===== src/rtl/rxm_pkg.sv =====
package rxm_pkg;
   typedef enum logic [1:0] {
      SRC_NONE   = 2'd0,
      SRC_DIRECT = 2'd1,
      SRC_COUNT  = 2'd2,
      SRC_TIMER  = 2'd3
   } fire_src_e;
endpackage


===== src/rtl/rxm_pkt_counter.sv =====
module rxm_pkt_counter #(
   parameter int W = 3
) (
   input  logic         clk,
   input  logic         rst_n,
   input  logic         wr,
   input  logic [W-1:0] wr_val,
   input  logic         dec,
   input  logic         reload,
   output logic [W-1:0] live,
   output logic         hit,
   output logic         off
);
   logic [W-1:0] prog_q;
   logic [W-1:0] live_q;

   // live is 1 only when the programmed value is nonzero
   assign hit  = dec && (live_q == W'(1));
   assign off  = (prog_q == '0);
   assign live = live_q;

   always_ff @(posedge clk or negedge rst_n) begin
      if (!rst_n) begin
         prog_q <= '0;
         live_q <= '0;
      end else if (wr) begin
         prog_q <= wr_val;
         live_q <= wr_val;
      end else if (reload) begin
         live_q <= prog_q;
      end else if (dec && (live_q != '0)) begin
         live_q <= live_q - W'(1);
      end
   end
endmodule


===== src/rtl/rxm_idle_timer.sv =====
module rxm_idle_timer #(
   parameter int W = 4
) (
   input  logic         clk,
   input  logic         rst_n,
   input  logic         wr,
   input  logic [W-1:0] wr_val,
   input  logic         arm,
   input  logic         tick,
   input  logic         reload,
   output logic [W-1:0] live,
   output logic         hit,
   output logic         off
);
   logic [W-1:0] prog_q;
   logic [W-1:0] live_q;
   logic         run_q;

   assign hit  = tick && run_q && (live_q == W'(1));
   assign off  = (prog_q == '0);
   assign live = live_q;

   always_ff @(posedge clk or negedge rst_n) begin
      if (!rst_n) begin
         prog_q <= '0;
         live_q <= '0;
         run_q  <= 1'b0;
      end else if (wr) begin
         prog_q <= wr_val;
         live_q <= wr_val;
         run_q  <= 1'b0;
      end else if (reload) begin
         live_q <= prog_q;
         run_q  <= 1'b0;
      end else if (arm && !off) begin
         live_q <= prog_q;
         run_q  <= 1'b1;
      end else if (tick && run_q) begin
         live_q <= live_q - W'(1);
      end
   end
endmodule


===== src/rtl/rxm_fire_ctrl.sv =====
module rxm_fire_ctrl
   import rxm_pkg::*;
(
   input  logic clk,
   input  logic rst_n,
   input  logic frame_ok,
   input  logic cnt_hit,
   input  logic tmr_hit,
   input  logic cnt_off,
   input  logic tmr_off,
   output logic fire,
   output logic irq_q
);
   fire_src_e src;

   always_comb begin
      if (frame_ok && cnt_off && tmr_off) src = SRC_DIRECT;
      else if (cnt_hit)                   src = SRC_COUNT;
      else if (tmr_hit)                   src = SRC_TIMER;
      else                                src = SRC_NONE;
   end

   assign fire = (src != SRC_NONE);

   always_ff @(posedge clk or negedge rst_n) begin
      if (!rst_n) irq_q <= 1'b0;
      else        irq_q <= fire;
   end
endmodule


===== src/rtl/rx_irq_mitigator.sv =====
module rx_irq_mitigator #(
   parameter int TMR_W = 4,
   parameter int CNT_W = 3
) (
   input  logic             clk,
   input  logic             rst_n,
   input  logic             frame_done,
   input  logic             unit_tick,
   input  logic             cfg_we,
   input  logic [TMR_W-1:0] cfg_tmr,
   input  logic [CNT_W-1:0] cfg_cnt,
   output logic             irq_set,
   output logic [TMR_W-1:0] tmr_live,
   output logic [CNT_W-1:0] cnt_live
);
   localparam int MAX_W = 16;

   generate
      if (TMR_W < 1 || TMR_W > MAX_W) begin : g_bad_tmr
         $error("rx_irq_mitigator: TMR_W out of range");
      end
      if (CNT_W < 1 || CNT_W > MAX_W) begin : g_bad_cnt
         $error("rx_irq_mitigator: CNT_W out of range");
      end
   endgenerate

   logic frame_ok, tick_ok;
   logic cnt_hit, tmr_hit, cnt_off, tmr_off, fire;

   // write wins over events; frame wins over tick
   assign frame_ok = frame_done && !cfg_we;
   assign tick_ok  = unit_tick && !cfg_we && !frame_done;

   rxm_pkt_counter #(.W(CNT_W)) u_cnt (
      .clk(clk), .rst_n(rst_n), .wr(cfg_we), .wr_val(cfg_cnt),
      .dec(frame_ok), .reload(fire), .live(cnt_live),
      .hit(cnt_hit), .off(cnt_off)
   );

   rxm_idle_timer #(.W(TMR_W)) u_tmr (
      .clk(clk), .rst_n(rst_n), .wr(cfg_we), .wr_val(cfg_tmr),
      .arm(frame_ok), .tick(tick_ok), .reload(fire), .live(tmr_live),
      .hit(tmr_hit), .off(tmr_off)
   );

   rxm_fire_ctrl u_fire (
      .clk(clk), .rst_n(rst_n), .frame_ok(frame_ok),
      .cnt_hit(cnt_hit), .tmr_hit(tmr_hit),
      .cnt_off(cnt_off), .tmr_off(tmr_off),
      .fire(fire), .irq_q(irq_set)
   );
endmodule


===== config.mk =====
export PLATFORM = sky130hd
export DESIGN_NAME = rx_irq_mitigator
export DESIGN_NICKNAME = d
export VERILOG_FILES = /design/src/rtl/rxm_pkg.sv /design/src/rtl/rxm_pkt_counter.sv /design/src/rtl/rxm_idle_timer.sv /design/src/rtl/rxm_fire_ctrl.sv /design/src/rtl/rx_irq_mitigator.sv
export SDC_FILE = /design/constraint.sdc
export NUM_CORES = 1
export LEC_CHECK = 0
export BUFFER_PORTS_ARGS = -buffer_cell sky130_fd_sc_hd__buf_2
export CORE_MARGIN = 2
export CORE_UTILIZATION = 30
export CTS_CLUSTER_SIZE = 20
export DETAILED_ROUTE_END_ITERATION = 12
export PLACE_DENSITY_LB_ADDON = 0.25
export SYNTH_ARGS = -nofsm -noshare
export SYNTH_HDL_FRONTEND = slang
export SYNTH_SLANG_ARGS = --single-unit
export TNS_END_PERCENT = 20

===== constraint.sdc =====
create_clock -name clk -period 2.65 [get_ports clk]
set_input_delay 0.53 -clock clk [delete_from_list [all_inputs] [get_ports clk]]
set_output_delay 0.53 -clock clk [all_outputs]
set_load 0.05 [all_outputs]

== Word-level counts from Yosys, hierarchy flattened ==
Index checks and enable logic that the tools add are counted.

* Bits in registers: 16
* Latch bits: 0
* Bits in writable memories: 0
* Memory bits (read-only): 0
* Output and inout port bits: 8
* Word-level logic and storage cells: 43
* Memories: 0

* $add $sub $neg: 2
* Multiply operators: 0
* Divide/modulo/power cells: 0
* Magnitude comparators: 0
* Eq/ne operators: 2
* Shift-type cells: 0
* Multiplexer cells: 13
* Bitwise operators: 0
* Reduce and logical (&&, ||, !) cells: 20

{| class="wikitable"
|+ Operator list
! cell !! number
|-
| $mux W4 || 4
|-
| $logic_and A1 B1 Y1 || 10
|-
| $mux W3 || 3
|-
| $reduce_bool A3 Y1 || 3
|-
| $mux W2 || 3
|-
| $eq A4 B1 Y1 const B || 1
|-
| $logic_not A4 Y1 || 1
|-
| $reduce_bool A4 Y1 || 1
|-
| $sub A4 B1 Y4 const B || 1
|-
| $eq A3 B1 Y1 const B || 1
|-
| $logic_not A1 Y1 || 3
|-
| $logic_not A3 Y1 || 1
|-
| $mux W1 || 3
|-
| $sub A3 B1 Y3 const B || 1
|-
| $reduce_bool A2 Y1 || 1
|}

== Longest topological paths before layout ==
* Depth in word-level cells: 11
* Depth in mapped cells: 8

== Modules after synthesis ==
A second synthesis with hierarchy kept.

* Cell total of the unflattened synthesis: 89
* Area total of the unflattened synthesis: 940.9 µm²

{| class="wikitable"
|+ By module, submodules not included
! module !! times used !! cells an instance !! area each (µm²)
|-
| rxm_idle_timer || 1 || 48 || 518.0
|-
| rxm_pkt_counter || 1 || 37 || 369.1
|-
| rxm_fire_ctrl || 1 || 2 || 35.0
|-
| rx_irq_mitigator || 1 || 2 || 18.8
|}

== Worst setup path before layout ==
OpenSTA, ideal clock, no wires.

* Path type: reg-to-reg
* Start: register u_cnt.live_q[1] (netlist: u_cnt.live[1])
* End: register u_tmr.live_q[0] (netlist: u_tmr.live[0])
* Setup time: 86 ps
* Arrival: 1943 ps
* Required time: 2564 ps
* Slack: 621 ps
* Cell stages (with the launch flop): 8
* Cell sequence: dfrtp_1 inv_1 ha_1 nor4bb_1 a31oi_2 o21ai_4 or2_4 a32oi_2

* Longest elaborated chain between the ends: 7
* Elaborated cells on any way between the ends: 8

{| class="wikitable"
|+ RTL lines
! element !! RTL line !! RTL
|-
| start: declaration || rxm_pkt_counter.sv:15 || <nowiki>logic [W-1:0] live_q;</nowiki>
|-
| start signal: assignment || rxm_pkt_counter.sv:28 || <nowiki>live_q <= wr_val;</nowiki>
|-
| start signal: assignment || rxm_pkt_counter.sv:30 || <nowiki>live_q <= prog_q;</nowiki>
|-
| start signal: assignment || rxm_pkt_counter.sv:32 || <nowiki>live_q <= live_q - W'(1);</nowiki>
|-
| $eq A3 B1 Y1 (*) || rxm_pkt_counter.sv:18 || <nowiki>assign hit = dec && (live_q == W'(1));</nowiki>
|-
| $logic_and A1 B1 Y1 (*) || rxm_pkt_counter.sv:18 ||
|-
| $mux W2 (*) || rxm_fire_ctrl.sv:18 || <nowiki>else if (cnt_hit) src = SRC_COUNT;</nowiki>
|-
| $mux W2 (*) || rxm_fire_ctrl.sv:17 || <nowiki>if (frame_ok && cnt_off && tmr_off) src = SRC_DIRECT;</nowiki>
|-
| $reduce_bool A2 Y1 (*) || rxm_fire_ctrl.sv:23 || <nowiki>assign fire = (src != SRC_NONE);</nowiki>
|-
| via fire || rx_irq_mitigator.sv:28 || <nowiki>logic cnt_hit, tmr_hit, cnt_off, tmr_off, fire;</nowiki>
|-
| $mux W4 || rxm_idle_timer.sv:32 || <nowiki>end else if (reload) begin</nowiki>
|-
| $mux W4 || rxm_idle_timer.sv:28 || <nowiki>end else if (wr) begin</nowiki>
|-
| end signal: assignment || rxm_idle_timer.sv:30 || <nowiki>live_q <= wr_val;</nowiki>
|-
| end signal: assignment || rxm_idle_timer.sv:33 || <nowiki>live_q <= prog_q;</nowiki>
|-
| end signal: assignment || rxm_idle_timer.sv:36 || <nowiki>live_q <= prog_q;</nowiki>
|-
| end: declaration || rxm_idle_timer.sv:16 || <nowiki>logic [W-1:0] live_q;</nowiki>
|}

The timed path passes the listed nets; every way through them passes the cells marked *.
A chain may end at the register's enable or synchronous reset.

== Final worst setup path ==
* Start: register u_tmr.prog_q[1]
* End: register u_tmr.live_q[0] (netlist: u_tmr.live[0])

* Longest elaborated chain between the ends: 6
* Elaborated cells on any way between the ends: 10

{| class="wikitable"
|+ RTL lines
! element !! RTL line !! RTL
|-
| start: declaration || rxm_idle_timer.sv:15 || <nowiki>logic [W-1:0] prog_q;</nowiki>
|-
| start signal: assignment || rxm_idle_timer.sv:29 || <nowiki>prog_q <= wr_val;</nowiki>
|-
| $logic_not A4 Y1 (*) || rxm_idle_timer.sv:20 || <nowiki>assign off = (prog_q == '0);</nowiki>
|-
| $logic_and A1 B1 Y1 or $logic_not A1 Y1 (tied branches) || rxm_fire_ctrl.sv:17, rxm_idle_timer.sv:35 ||
|-
| $mux W2 or $logic_and A1 B1 Y1 (tied branches) || rxm_fire_ctrl.sv:17, rxm_idle_timer.sv:35 ||
|-
| $reduce_bool A2 Y1 or $mux W4 (tied branches) || rxm_fire_ctrl.sv:23, rxm_idle_timer.sv:35 ||
|-
| $mux W4 || rxm_idle_timer.sv:32 ||
|-
| $mux W4 || rxm_idle_timer.sv:28 ||
|}

Mark *: on every way between the ends. The rest lies on a longest branch, timed or not.

==> flow_summary.ini <==
[synth]
syn_area_sq_um = 927
ys_warn_count = 0
syn_inst = 93
ys_seq_area_share_pct = 43.2
ys_ff_latch = 16
synth.distinct_cells = 33
syn_nets = 110
syn_avg_cell_area_sq_um = 9.97

[global_routing]
first_global_vias = 759
antenna_found_initial = 0
grt_overflow = 0
track_usage_pct = 12.4
grt_max_degree = 21
grt_pass1_wl_mm = 3.34

[critical_path]
slowest_stage = or4_1
path_class = reg2reg
required_ns = 2.85
worstPathBufferInverterCount = 0
slowest_delay_ns = 0.66
crit_path_end_kind = flop
crit_path_cell_trace = or4_1 > a211o_1 > or2_4 > a32oi_2
critPathArrivalTime_ns = 2.17
crit_fanout = 5
cp_top_family = simple AND/OR/NAND/NOR gates
cp-start-kind = flop

[final_layout]
n_antenna_cell = 0
nets = 131
syn_to_final_growth_pct = 14.7
layout-drive-gt1-share_pct = 28.6
seq_area_sq_um = 400
mostFrequentLayoutCell = buf_2
multi_input_area_sq_um = 463
layout_common_cells = buf_2, dfrtp_1, inv_1, o21ai_0, nand2_1
fill_cells = 317

[pwr]
p_per_area_nw_per_um2 = 627
leakage_uw = 0.000491
power.total_uw = 667
vdd_drop_max_mv = 0.115

[timing]
fmax_mhz = 507
timing.final.crit_share_pct = 74.4
skew_ns = 0.00442
finalSetupTns_ns = 0
fin_crit_ns = 1.97
tightest_slew_ns = 0.351
final-setup-viol-count = 0
max-slew-margin-rel_pct = 76.3
hold_violations = 0
final_max_slew_viol_count = 0
rsz0062_at_grt = no

[floorplan]
die_width_um = 59.6
core_area_sq_um = 3000
die_area_sq_um = 3550
dieHeight_um = 59.6
start_util_pct = 30.9
io_pins = 20
rows = 20

[clocking]
cts-root-buf = clkbuf_4
h-tree-depth = 1
cts_buffers = 3
cts_tree = yes
hold_buffers = 0
clock_sinks = 16
post_cts_buffers = 0
ctsResizeCount = 0
clkLatencyLatePin_ns = 0.28
clockBufferDepth = 2
cts.clk_slew.worst_paths_ns = 0.09

[detailed_routing]
vias_per_cell = 5.02
post_drt_wl_per_cell_um = 12.8
ant_nets = 0
remaining_drc_errors = 0
dr_total_vias = 728
wl_mm = 1.86
drtPass1Iterations = 4
drt-initial-drc-count = 17

[placement]
port_buffers = 19
place_hpwl_mm = 1.48
gp_congestion = 0.823

[hold_path]
hold_class = in2async

[flow_run]
maxCapViolCount = 0

[status]
outcome = finished clean
## per-layer routing
metal | up-vias | global-route usage, % | share of wire, %
li1 | 369 | - | -
met1 | 348 | 17.4 | 51
met2 | 9 | 18.5 | 46
met3 | 2 | 1.31 | 1.3
met4 | 0 | 6.67 | 1.3
met5 | - | 0 | 0
## layout make-up
cell class,count,area share (%)
Clock buffer,3,2.12
Inverter,11,3.88
Multi-Input combinational cell,63,43.5
Sequential cell,16,37.6
Tap cell,33,3.88
Timing Repair Buffer,19,8.94
## worst register-to-register path: stages (launching register included)
cell	delay [ns]
dfrtp_1	0.40
or4_1	0.66
a211o_1	0.39
or2_4	0.26
a32oi_2	0.18
## state kept, by name (all words and copies together), names as in the netlist
register / count
u_tmr.live: 4
u_tmr.prog_q: 4
u_cnt.live: 3
u_cnt.prog_q: 3
u_fire.irq_q: 1
u_tmr.run_q: 1
## worst paths after layout
path,startpoint,to,slack (ns),cells past startpoint
worst max-delay path,u_tmr.prog_q[1],u_tmr.live[0],0.68,4
worst min-delay path,rst_n,u_cnt.prog_q[2],0.14,1
worst max register to register,u_tmr.prog_q[1],u_tmr.live[0],0.68,4
worst min register to register,u_tmr.prog_q[1],u_tmr.prog_q[1],0.55,1
max in group asynchronous,rst_n,u_tmr.prog_q[0],2.25,1
min in group clk,cfg_cnt[0],u_cnt.prog_q[0],0.47,3
## synthesized netlist by cell type
cell type | instances | area share [%]
a211o_1 | 1 | 0.94
a211o_2 | 1 | 1.1
a21oi_1 | 3 | 1.6
a31oi_1 | 4 | 2.7
a31oi_2 | 1 | 1.3
a32oi_2 | 1 | 1.8
and2_2 | 1 | 0.81
and4bb_2 | 1 | 1.3
buf_2 | 1 | 0.54
clkbuf_1 | 1 | 0.40
clkbuf_8 | 1 | 1.5
clkinv_1 | 1 | 0.40
dfrtp_1 | 16 | 43
ha_1 | 5 | 6.7
inv_1 | 10 | 4.0
mux2_2 | 2 | 2.4
mux2i_1 | 3 | 3.2
nand2_1 | 7 | 2.8
nand2b_1 | 1 | 0.68
nand3_1 | 3 | 1.6
nor2_1 | 3 | 1.2
nor3_1 | 5 | 2.7
nor4bb_1 | 1 | 1.1
o211ai_1 | 1 | 0.81
o211ai_2 | 1 | 1.3
o21ai_0 | 10 | 5.4
o21ai_4 | 1 | 1.8
o221ai_1 | 1 | 0.94
o32ai_1 | 1 | 0.94
or2_4 | 1 | 0.94
or4_1 | 1 | 0.81
xnor2_1 | 2 | 1.9
xor2_1 | 1 | 0.94
## cell families (layout without fill, tap and decap cells)
family / count (synthesis) / count (layout) / share of synthesized area [%]
AO/OA/AOI/OAI: 26 / 26 / 20.6
AND/OR/NAND/NOR: 24 / 24 / 14.0
flip-flops: 16 / 16 / 43.2
buffers and inverters: 14 / 33 / 6.88
adder cells (fa/ha/maj): 5 / 5 / 6.75
multiplexers: 5 / 5 / 5.67
XOR/XNOR: 3 / 3 / 2.83
## metrics by stage
stage	area [sq um]	util (%)	hold WS (ns)	setup slack, ns	std cells
2_1_floorplan	927	-	0.234	0.621	93
5_1_grt	1060	35.4	0.160	0.568	145
3_3_place_gp	1040	34.7	0.463	0.512	142
6_report	1060	35.4	0.143	0.679	145
3_5_place_dp	1040	34.7	0.459	0.474	142
4_1_cts	1060	35.4	0.150	0.683	145
## power breakdown
part	switching, uW	internal, uW	leakage [uW]
sequential	29.9	275	0.000193
combinational	157	79.3	0.000285
clock	72.8	52.7	0.0000138
Note: power is estimated with default switching activity, not from simulation.
